### src/rtl/cc_rx_pkg.sv
package cc_rx_pkg;
   typedef enum logic {
      CH_CAPTURE = 1'b0,
      CH_COMPARE = 1'b1
   } ch_mode_e;
endpackage

### src/rtl/cc_rx_sync.sv
module cc_rx_sync #(
   parameter int STAGES = 2
) (
   input  logic clk,
   input  logic rst_n,
   input  logic d_i,
   output logic q_o
);
   logic [STAGES-1:0] chain;

   generate
      for (genvar g = 0; g < STAGES; g++) begin : g_stage
         if (g == 0) begin : g_first
            always_ff @(posedge clk or negedge rst_n) begin
               if (!rst_n) chain[0] <= 1'b1;
               else        chain[0] <= d_i;
            end
         end else begin : g_next
            always_ff @(posedge clk or negedge rst_n) begin
               if (!rst_n) chain[g] <= 1'b1;
               else        chain[g] <= chain[g-1];
            end
         end
      end
   endgenerate

   assign q_o = chain[STAGES-1];
endmodule

### src/rtl/cc_rx_timer.sv
module cc_rx_timer #(
   parameter int W = 16
) (
   input  logic         clk,
   input  logic         rst_n,
   output logic [W-1:0] count_o
);
   always_ff @(posedge clk or negedge rst_n) begin
      if (!rst_n) count_o <= '0;
      else        count_o <= count_o + W'(1);
   end
endmodule

### src/rtl/cc_rx_channel.sv
module cc_rx_channel
   import cc_rx_pkg::*;
#(
   parameter int W    = 16,
   parameter int BIT  = 104,
   parameter int HALF = 52
) (
   input  logic         clk,
   input  logic         rst_n,
   input  logic [W-1:0] tmr_i,
   input  logic         start_i,
   input  logic         done_i,
   output ch_mode_e     mode_o,
   output logic [W-1:0] cmp_o,
   output logic         hit_o
);
   localparam logic [W-1:0] FIRST_OFS = W'(BIT + HALF);
   localparam logic [W-1:0] STEP_OFS  = W'(BIT);

   ch_mode_e     mode;
   logic [W-1:0] cmp;

   assign hit_o  = (mode == CH_COMPARE) && (tmr_i == cmp);
   assign mode_o = mode;
   assign cmp_o  = cmp;

   always_ff @(posedge clk or negedge rst_n) begin
      if (!rst_n) begin
         mode <= CH_CAPTURE;
         cmp  <= '0;
      end else begin
         case (mode)
            CH_CAPTURE: begin
               if (start_i) begin
                  cmp  <= tmr_i + FIRST_OFS;
                  mode <= CH_COMPARE;
               end
            end
            default: begin
               if (hit_o) begin
                  cmp <= cmp + STEP_OFS;
                  if (done_i) mode <= CH_CAPTURE;
               end
            end
         endcase
      end
   end
endmodule

### src/rtl/cc_rx_shifter.sv
module cc_rx_shifter #(
   parameter int DW = 8
) (
   input  logic          clk,
   input  logic          rst_n,
   input  logic          hit_i,
   input  logic          bit_i,
   output logic          last_o,
   output logic [DW-1:0] byte_o,
   output logic          vld_o
);
   localparam int CNT_W = $clog2(DW + 1);

   logic [CNT_W-1:0] left;
   logic [DW-1:0]    sh;
   logic [DW-1:0]    sh_nxt;

   assign sh_nxt = {bit_i, sh[DW-1:1]};
   assign last_o = hit_i && (left == CNT_W'(1));

   always_ff @(posedge clk or negedge rst_n) begin
      if (!rst_n) begin
         left   <= CNT_W'(DW);
         sh     <= '0;
         byte_o <= '0;
         vld_o  <= 1'b0;
      end else begin
         vld_o <= 1'b0;
         if (hit_i) begin
            sh <= sh_nxt;
            if (last_o) begin
               left   <= CNT_W'(DW);
               byte_o <= sh_nxt;
               vld_o  <= 1'b1;
            end else begin
               left <= left - CNT_W'(1);
            end
         end
      end
   end
endmodule

### src/rtl/cc_uart_rx.sv
module cc_uart_rx
   import cc_rx_pkg::*;
#(
   parameter int TMR_W       = 16,
   parameter int BIT_TICKS   = 104,
   parameter int HALF_TICKS  = 52,
   parameter int DATA_W      = 8,
   parameter int SYNC_STAGES = 2
) (
   input  logic              clk,
   input  logic              rst_n,
   input  logic              rx_i,
   input  logic              sleep_req_i,
   output logic [DATA_W-1:0] byte_o,
   output logic              byte_vld_o,
   output logic              cpu_sleep_o
);
   generate
      if (SYNC_STAGES < 2) begin : g_bad_sync
         $error("cc_uart_rx: SYNC_STAGES must be at least 2");
      end
      if (HALF_TICKS < 1 || HALF_TICKS >= BIT_TICKS) begin : g_bad_half
         $error("cc_uart_rx: HALF_TICKS must lie in 1..BIT_TICKS-1");
      end
      if (BIT_TICKS + HALF_TICKS >= (1 << TMR_W)) begin : g_bad_width
         $error("cc_uart_rx: timer too narrow for one and a half bit periods");
      end
      if (DATA_W < 2) begin : g_bad_data
         $error("cc_uart_rx: DATA_W must be at least 2");
      end
   endgenerate

   logic             rx_s;
   logic             rx_prev;
   logic             rx_fall;
   logic [TMR_W-1:0] tmr_val;
   logic [TMR_W-1:0] cmp_val;
   ch_mode_e         ch_mode;
   logic             sample_hit;
   logic             frame_done;

   cc_rx_sync #(.STAGES(SYNC_STAGES)) u_sync (
      .clk   (clk),
      .rst_n (rst_n),
      .d_i   (rx_i),
      .q_o   (rx_s)
   );

   always_ff @(posedge clk or negedge rst_n) begin
      if (!rst_n) rx_prev <= 1'b1;
      else        rx_prev <= rx_s;
   end
   assign rx_fall = rx_prev & ~rx_s;

   cc_rx_timer #(.W(TMR_W)) u_timer (
      .clk     (clk),
      .rst_n   (rst_n),
      .count_o (tmr_val)
   );

   cc_rx_channel #(.W(TMR_W), .BIT(BIT_TICKS), .HALF(HALF_TICKS)) u_chan (
      .clk     (clk),
      .rst_n   (rst_n),
      .tmr_i   (tmr_val),
      .start_i (rx_fall),
      .done_i  (frame_done),
      .mode_o  (ch_mode),
      .cmp_o   (cmp_val),
      .hit_o   (sample_hit)
   );

   cc_rx_shifter #(.DW(DATA_W)) u_shift (
      .clk    (clk),
      .rst_n  (rst_n),
      .hit_i  (sample_hit),
      .bit_i  (rx_s),
      .last_o (frame_done),
      .byte_o (byte_o),
      .vld_o  (byte_vld_o)
   );

   always_ff @(posedge clk or negedge rst_n) begin
      if (!rst_n)           cpu_sleep_o <= 1'b0;
      else if (frame_done)  cpu_sleep_o <= 1'b0;
      else if (sleep_req_i) cpu_sleep_o <= 1'b1;
   end
endmodule

### config.mk
export PLATFORM = sky130hd
export DESIGN_NAME = cc_uart_rx
export DESIGN_NICKNAME = d
export VERILOG_FILES = /design/src/rtl/cc_rx_pkg.sv /design/src/rtl/cc_rx_sync.sv /design/src/rtl/cc_rx_timer.sv /design/src/rtl/cc_rx_channel.sv /design/src/rtl/cc_rx_shifter.sv /design/src/rtl/cc_uart_rx.sv
export SDC_FILE = /design/constraint.sdc
export NUM_CORES = 1
export LEC_CHECK = 0
export BUFFER_PORTS_ARGS = -buffer_cell sky130_fd_sc_hd__buf_2
export CORE_UTILIZATION = 60
export CTS_CLUSTER_SIZE = 16
export DETAILED_ROUTE_END_ITERATION = 6
export PLACE_DENSITY_LB_ADDON = 0.1
export REMOVE_ABC_BUFFERS = 1
export SLEW_MARGIN = 10
export SYNTH_ARGS = -nofsm -noshare
export SYNTH_HDL_FRONTEND = slang
export SYNTH_SLANG_ARGS = --single-unit
### constraint.sdc
create_clock -name clk -period 4.25 [get_ports clk]
set_input_delay 0.425 -clock clk [delete_from_list [all_inputs] [get_ports clk]]
set_output_delay 0.425 -clock clk [all_outputs]
set_load 0.05 [all_outputs]
## Word level (Yosys, flattened, before mapping)

Cells that the tools add are included.

| storage, ports and cells | value |
|---|---|
| register bits | 58 |

| cells by class | value |
|---|---|
| add/sub/neg operators | 4 |
| eq/ne operators | 3 |
| bitwise logic cells | 2 |
| mux-type cells | 12 |
| reduce and logical (&&, ||, !) cells | 6 |

Operators by type and width:

| operator | number |
|---|---|
| two-way mux 16 bit | 3 |
| adder 16 x 1 -> 16 bit (second input constant) | 1 |
| adder 16 x 7 -> 16 bit (second input constant) | 1 |
| adder 16 x 8 -> 16 bit (second input constant) | 1 |
| == test 16 bit | 1 |
| two-way mux 1 bit | 8 |
| == test 4 x 1 -> 1 bit (second input constant) | 1 |
| two-way mux 4 bit | 1 |
| AND reduction 2 bit | 2 |
| nonzero test 2 bit | 2 |
| subtractor 4 x 1 -> 4 bit (second input constant) | 1 |
| logical AND 1 bit | 2 |
| != test 2 x 1 -> 1 bit (second input constant) | 1 |
| bitwise AND 1 bit | 1 |
| inverter 1 bit | 1 |

## Logic depth before layout (Yosys ltp)

| depth | value |
|---|---|
| depth in word-level cells | 6 |
| mapped depth | 9 |

## Hierarchy

A second synthesis with hierarchy kept.

| unflattened totals | value |
|---|---|
| cells, all modules | 279 |
| area total of the unflattened synthesis | 3110.5 um^2 |

Modules (own cells, without submodules):

| module | area each (um^2) | seq. area each (um^2) | times used | cells each |
|---|---|---|---|---|
| cc_rx_channel | 1443.9 | 425.4 | 1 | 162 |
| cc_rx_shifter | 844.6 | 501.7 | 1 | 54 |
| cc_rx_timer | 701.9 | 400.4 | 1 | 57 |
| cc_uart_rx | 67.6 | 51.3 | 1 | 4 |
| cc_rx_sync | 52.6 | 52.6 | 1 | 2 |

## Worst setup path after synthesis

OpenSTA, ideal clock, no wires.

| timing | value |
|---|---|
| path type | reg2reg |
| start point | register u_timer.count_o[6] |
| end point | register u_shift.left[2] |
| arrival time | 1.905 ns |
| buffers on the path | 3 |
| stages on the path, launching flop included | 10 |
| library setup time | 0.125 ns |
| path slack | 2.221 ns |
| path through | dfrtp_1 > buf_2 > xor2_1 > nor4_1 > nand2_1 > or2_1 > buf_2 > buf_6 > nor2_1 > mux2_2 |

| between the ends | value |
|---|---|
| longest elaborated chain between the ends | 4 |

RTL lines:

| item | line | RTL |
|---|---|---|
| from (decl) | cc_rx_timer.sv:6 | `output logic [W-1:0] count_o` |
| from (signal assigned) | cc_rx_timer.sv:10 | `else count_o <= count_o + W'(1);` |
| == test 16 bit * | cc_rx_channel.sv:23 | `assign hit_o = (mode == CH_COMPARE) && (tmr_i == cmp);` |
| logical AND 1 bit * | cc_rx_channel.sv:23 |  |
| logical AND 1 bit | cc_rx_shifter.sv:19 | `assign last_o = hit_i && (left == CNT_W'(1));` |
| two-way mux 4 bit | cc_rx_shifter.sv:31 | `if (last_o) begin` |
| to (signal assigned) | cc_rx_shifter.sv:23 | `left <= CNT_W'(DW);` |
| to (signal assigned) | cc_rx_shifter.sv:32 | `left <= CNT_W'(DW);` |
| to (signal assigned) | cc_rx_shifter.sv:36 | `left <= left - CNT_W'(1);` |
| to (decl) | cc_rx_shifter.sv:14 | `logic [CNT_W-1:0] left;` |

Every way passes the cells marked *; elsewhere a longest branch is shown, timed or not.
A chain may end at the register's enable or synchronous reset.

## Worst setup path after layout

| timing | value |
|---|---|
| start point | register u_chan.mode, in the netlist u_chan.mode_o |
| end point | register u_shift.left[2] |

| between the ends | value |
|---|---|
| longest elaborated chain between the ends | 3 |

RTL lines:

| item | line | RTL |
|---|---|---|
| from (decl) | cc_rx_channel.sv:20 | `ch_mode_e mode;` |
| from (signal assigned) | cc_rx_channel.sv:29 | `mode <= CH_CAPTURE;` |
| from (signal assigned) | cc_rx_channel.sv:36 | `mode <= CH_COMPARE;` |
| from (signal assigned) | cc_rx_channel.sv:42 | `if (done_i) mode <= CH_CAPTURE;` |
| logical AND 1 bit * | cc_rx_channel.sv:23 |  |
| logical AND 1 bit | cc_rx_shifter.sv:19 |  |
| two-way mux 4 bit | cc_rx_shifter.sv:31 |  |

Marks and branches as above.

==> flow_summary.json <==
{
  "status": "finished clean",
  "yosysUniqueCellTypes": 45,
  "hold_path_class": "in2reg",
  "drc_errors": 0,
  "crit_required_ns": 4.48,
  "die_area_um2": 5287,
  "areaGrowthSynthToFinish_pct": 8.632,
  "viasPerCell": 5.685,
  "syn_avg_cell_area_um2": 10.28,
  "yosysTopAreaCellShare": 0.4420,
  "insertion_delay_ns": 0.34,
  "final.setup.worst_slack_ns": 1.556,
  "overflow": 0,
  "max_freq_mhz": 371.1,
  "critPathKind": "reg2reg",
  "rr_worst_depth": 6,
  "wl_met3_um": 167,
  "htreeDepth": 3,
  "cts-root-buf": "clkbuf_8",
  "ir_drop_mv": 0.2609,
  "grt_start_max_net_pins": 58,
  "final-setup-viol-count": 0,
  "first_global_vias": 2037,
  "track_usage": 0.2436,
  "cts_hold_buf": 0,
  "drtIter0Drc": 159,
  "setup_tns_ns": 0,
  "clock-sinks": 57,
  "min_period_over_period": 0.6340,
  "finish.utilization": 0.6855,
  "multi_input_comb_area_um2": 1426,
  "hold_depth": 1,
  "io_pins": 14,
  "hpwlAfterDp_mm": 3.895,
  "cp_data_arrival_time_ns": 2.92,
  "dieWidth_um": 72.72,
  "clock_path_buffers": 2,
  "wl_met2_mm": 2.510,
  "rsz0062_at_grt": "false",
  "worst_setup_path_end_kind": "flop",
  "cts-buffers-inserted": 9,
  "worst_slew_pin_slew_ns": 0.8750,
  "ys_seq_area_frac": 0.4771,
  "synth_area_um2": 3000,
  "io_buffers": 13,
  "leakage_nw": 1.550,
  "finalPower_mw": 1.218,
  "vias": 2109,
  "tritoncts": "yes",
  "syn_inst": 292,
  "wl_per_cell_um": 15.14,
  "synth_top_area_cell": "dfrtp_1",
  "synthTopCellsByArea": "dfrtp_1 (44%), xor2_1 (7.0%), mux2_2 (6.4%)",
  "drv_cap": 0,
  "antenna_found_initial": 0,
  "yosysWarnings": 0,
  "path_max_fanout": 27,
  "grt_pass1_wl_mm": 9.584,
  "gp_congestion": 0.8253,
  "wl_mm": 5.618,
  "num_rows": 25,
  "finClkSkew_ns": 0.007973,
  "pre_cts_ws_ns": 1.636,
  "fp.dieH_um": 72.72,
  "power.density_nw_per_um2": 373.7,
  "final_nets": 309,
  "slew_viol_final": 0,
  "hold_violations": 0,
  "max_slew_margin": 0.4167,
  "start_kind": "flop",
  "insertedDiodeCount": 0,
  "firstDrtPassIters": 4,
  "fin_crit_ns": 2.694,
  "ys_ff_latch": 57,
  "top_layer_used": "met4",
  "seqCellArea_um2": 1431,
  "postRouteAntennaNets": 0,
  "met1_length_mm": 2.794,
  "start_util": 0.6311,
  "core_region_area_um2": 4755,
  "fill_cells": 388,
  "post-cts-setup-buffers": 0,
  "drive_gt1_frac": 0.1743,
  "cts_resized": 0,
  "clkSlewWorstSetupHoldPaths_ns": 0.07
}
## cells in the final DEF (no fill, tap or decap), drive strengths merged, types with 2 or more instances in the layout
cell,count
o21ai,14
nand2,28
nand3,12
a2bb2oi,2
o21a,3
ha,6
clkinv,2
or3,3
xnor2,17
buf,14
a32oi,3
inv,13
a211o,2
clkbuf,11
nor4,6
nand4,6
nor3,6
mux2,17
xor2,24
nand3b,4
a21o,2
nor2b,2
o22ai,2
o221ai,2
dfstp,4
nand2b,3
a21oi,11
and3,3
dfrtp,53
clkinvlp,2
o41ai,2
nor2,11
## through the flow
stage,hold WS [ns],instances,area (um2)
4_1_cts,0.1865,371,3259
2_1_floorplan,0.1294,274,2907
3_3_place_gp,0.3485,355,3063
6_report,0.1877,371,3259
5_1_grt,0.1714,371,3259
3_5_place_dp,0.3482,355,3063
## synthesized netlist by cell type (all sizes together)
library cell / count
o22a: 1
o21a: 3
inv: 13
buf: 9
nand4: 6
mux2: 17
nor3: 6
or3b: 1
nand4b: 1
and4: 1
nand3: 12
o22ai: 2
nor2: 11
nand3b: 4
or3: 3
xor2: 24
and3: 3
nor4b: 1
o32ai: 1
o21bai: 1
o221ai: 2
nor4: 6
nor3b: 1
nor2b: 2
a21oi: 11
clkbuf: 9
a21o: 2
nand2: 28
xnor2: 17
dfstp: 4
nand2b: 3
o21ai: 14
dfrtp: 53
or4: 1
a211o: 2
or2: 1
and4b: 1
a2bb2oi: 2
and2: 1
a32oi: 3
o41ai: 2
a31oi: 1
ha: 6
## final cells by class
| class | count | share of cell area |
|---|---|---|
| Clock buffer | 11 | 0.04338 |
| Multi-Input combinational cell | 204 | 0.4376 |
| Tap cell | 67 | 0.02572 |
| Timing Repair Buffer | 14 | 0.02226 |
| Sequential cell | 57 | 0.4392 |
| Clock inverter | 5 | 0.01689 |
| Inverter | 13 | 0.01497 |
## critical path, cell delays in order (launching register included)
cell,delay (ns)
dfrtp_1,0.87
inv_1,0.30
nor2_1,0.18
nand2_1,0.09
or2_1,0.57
nor2_1,0.23
mux2_2,0.34
## worst paths after layout
path / slack (ns) / start / end
worst min register to register: 0.36 / u_sync.chain[0]$_DFF_PN1_ / u_sync.q_o$_DFF_PN1_
worst max-delay path: 1.56 / u_chan.mode_o$_DFF_PN0_ / u_shift.left[2]$_DFFE_PN0P_
worst max register to register: 1.56 / u_chan.mode_o$_DFF_PN0_ / u_shift.left[2]$_DFFE_PN0P_
max in group asynchronous: 3.58 / rst_n / u_chan.cmp_o[9]$_DFFE_PN0P_
worst min-delay path: 0.19 / rx_i / u_sync.chain[0]$_DFF_PN1_
min in group asynchronous: 0.22 / rst_n / cpu_sleep_o$_DFFE_PN0P_
## sequential cells by signal, indices dropped and copies added (netlist names), 4 cells and up
register	cells
u_shift.sh	7
u_chan.cmp_o	16
u_timer.count_o	16
u_shift.byte_o	8
u_shift.left	4
## routing by layer
layer  vias to the layer above  GRT usage
met3                        13    0.04972
met4                         0     0.1264
met2                        45     0.3634
li1                       1033          -
met1                      1018     0.3373
met5                         -          0
## logic make-up after synthesis
kind of cell	share of synthesized area
simple gates	0.1610
xor+xnor	0.1197
buf+inv	0.04754
fa+ha+maj	0.02502
compound gates	0.1059
flops	0.4771
mux	0.06380
## report_power, final
group / switching, mW / internal [mW]
logic: 0.0644 / 0.0500
clock network: 0.219 / 0.284
registers: 0.0281 / 0.572
total: 0.311 / 0.906
Power figures use the tool's default switching activity.
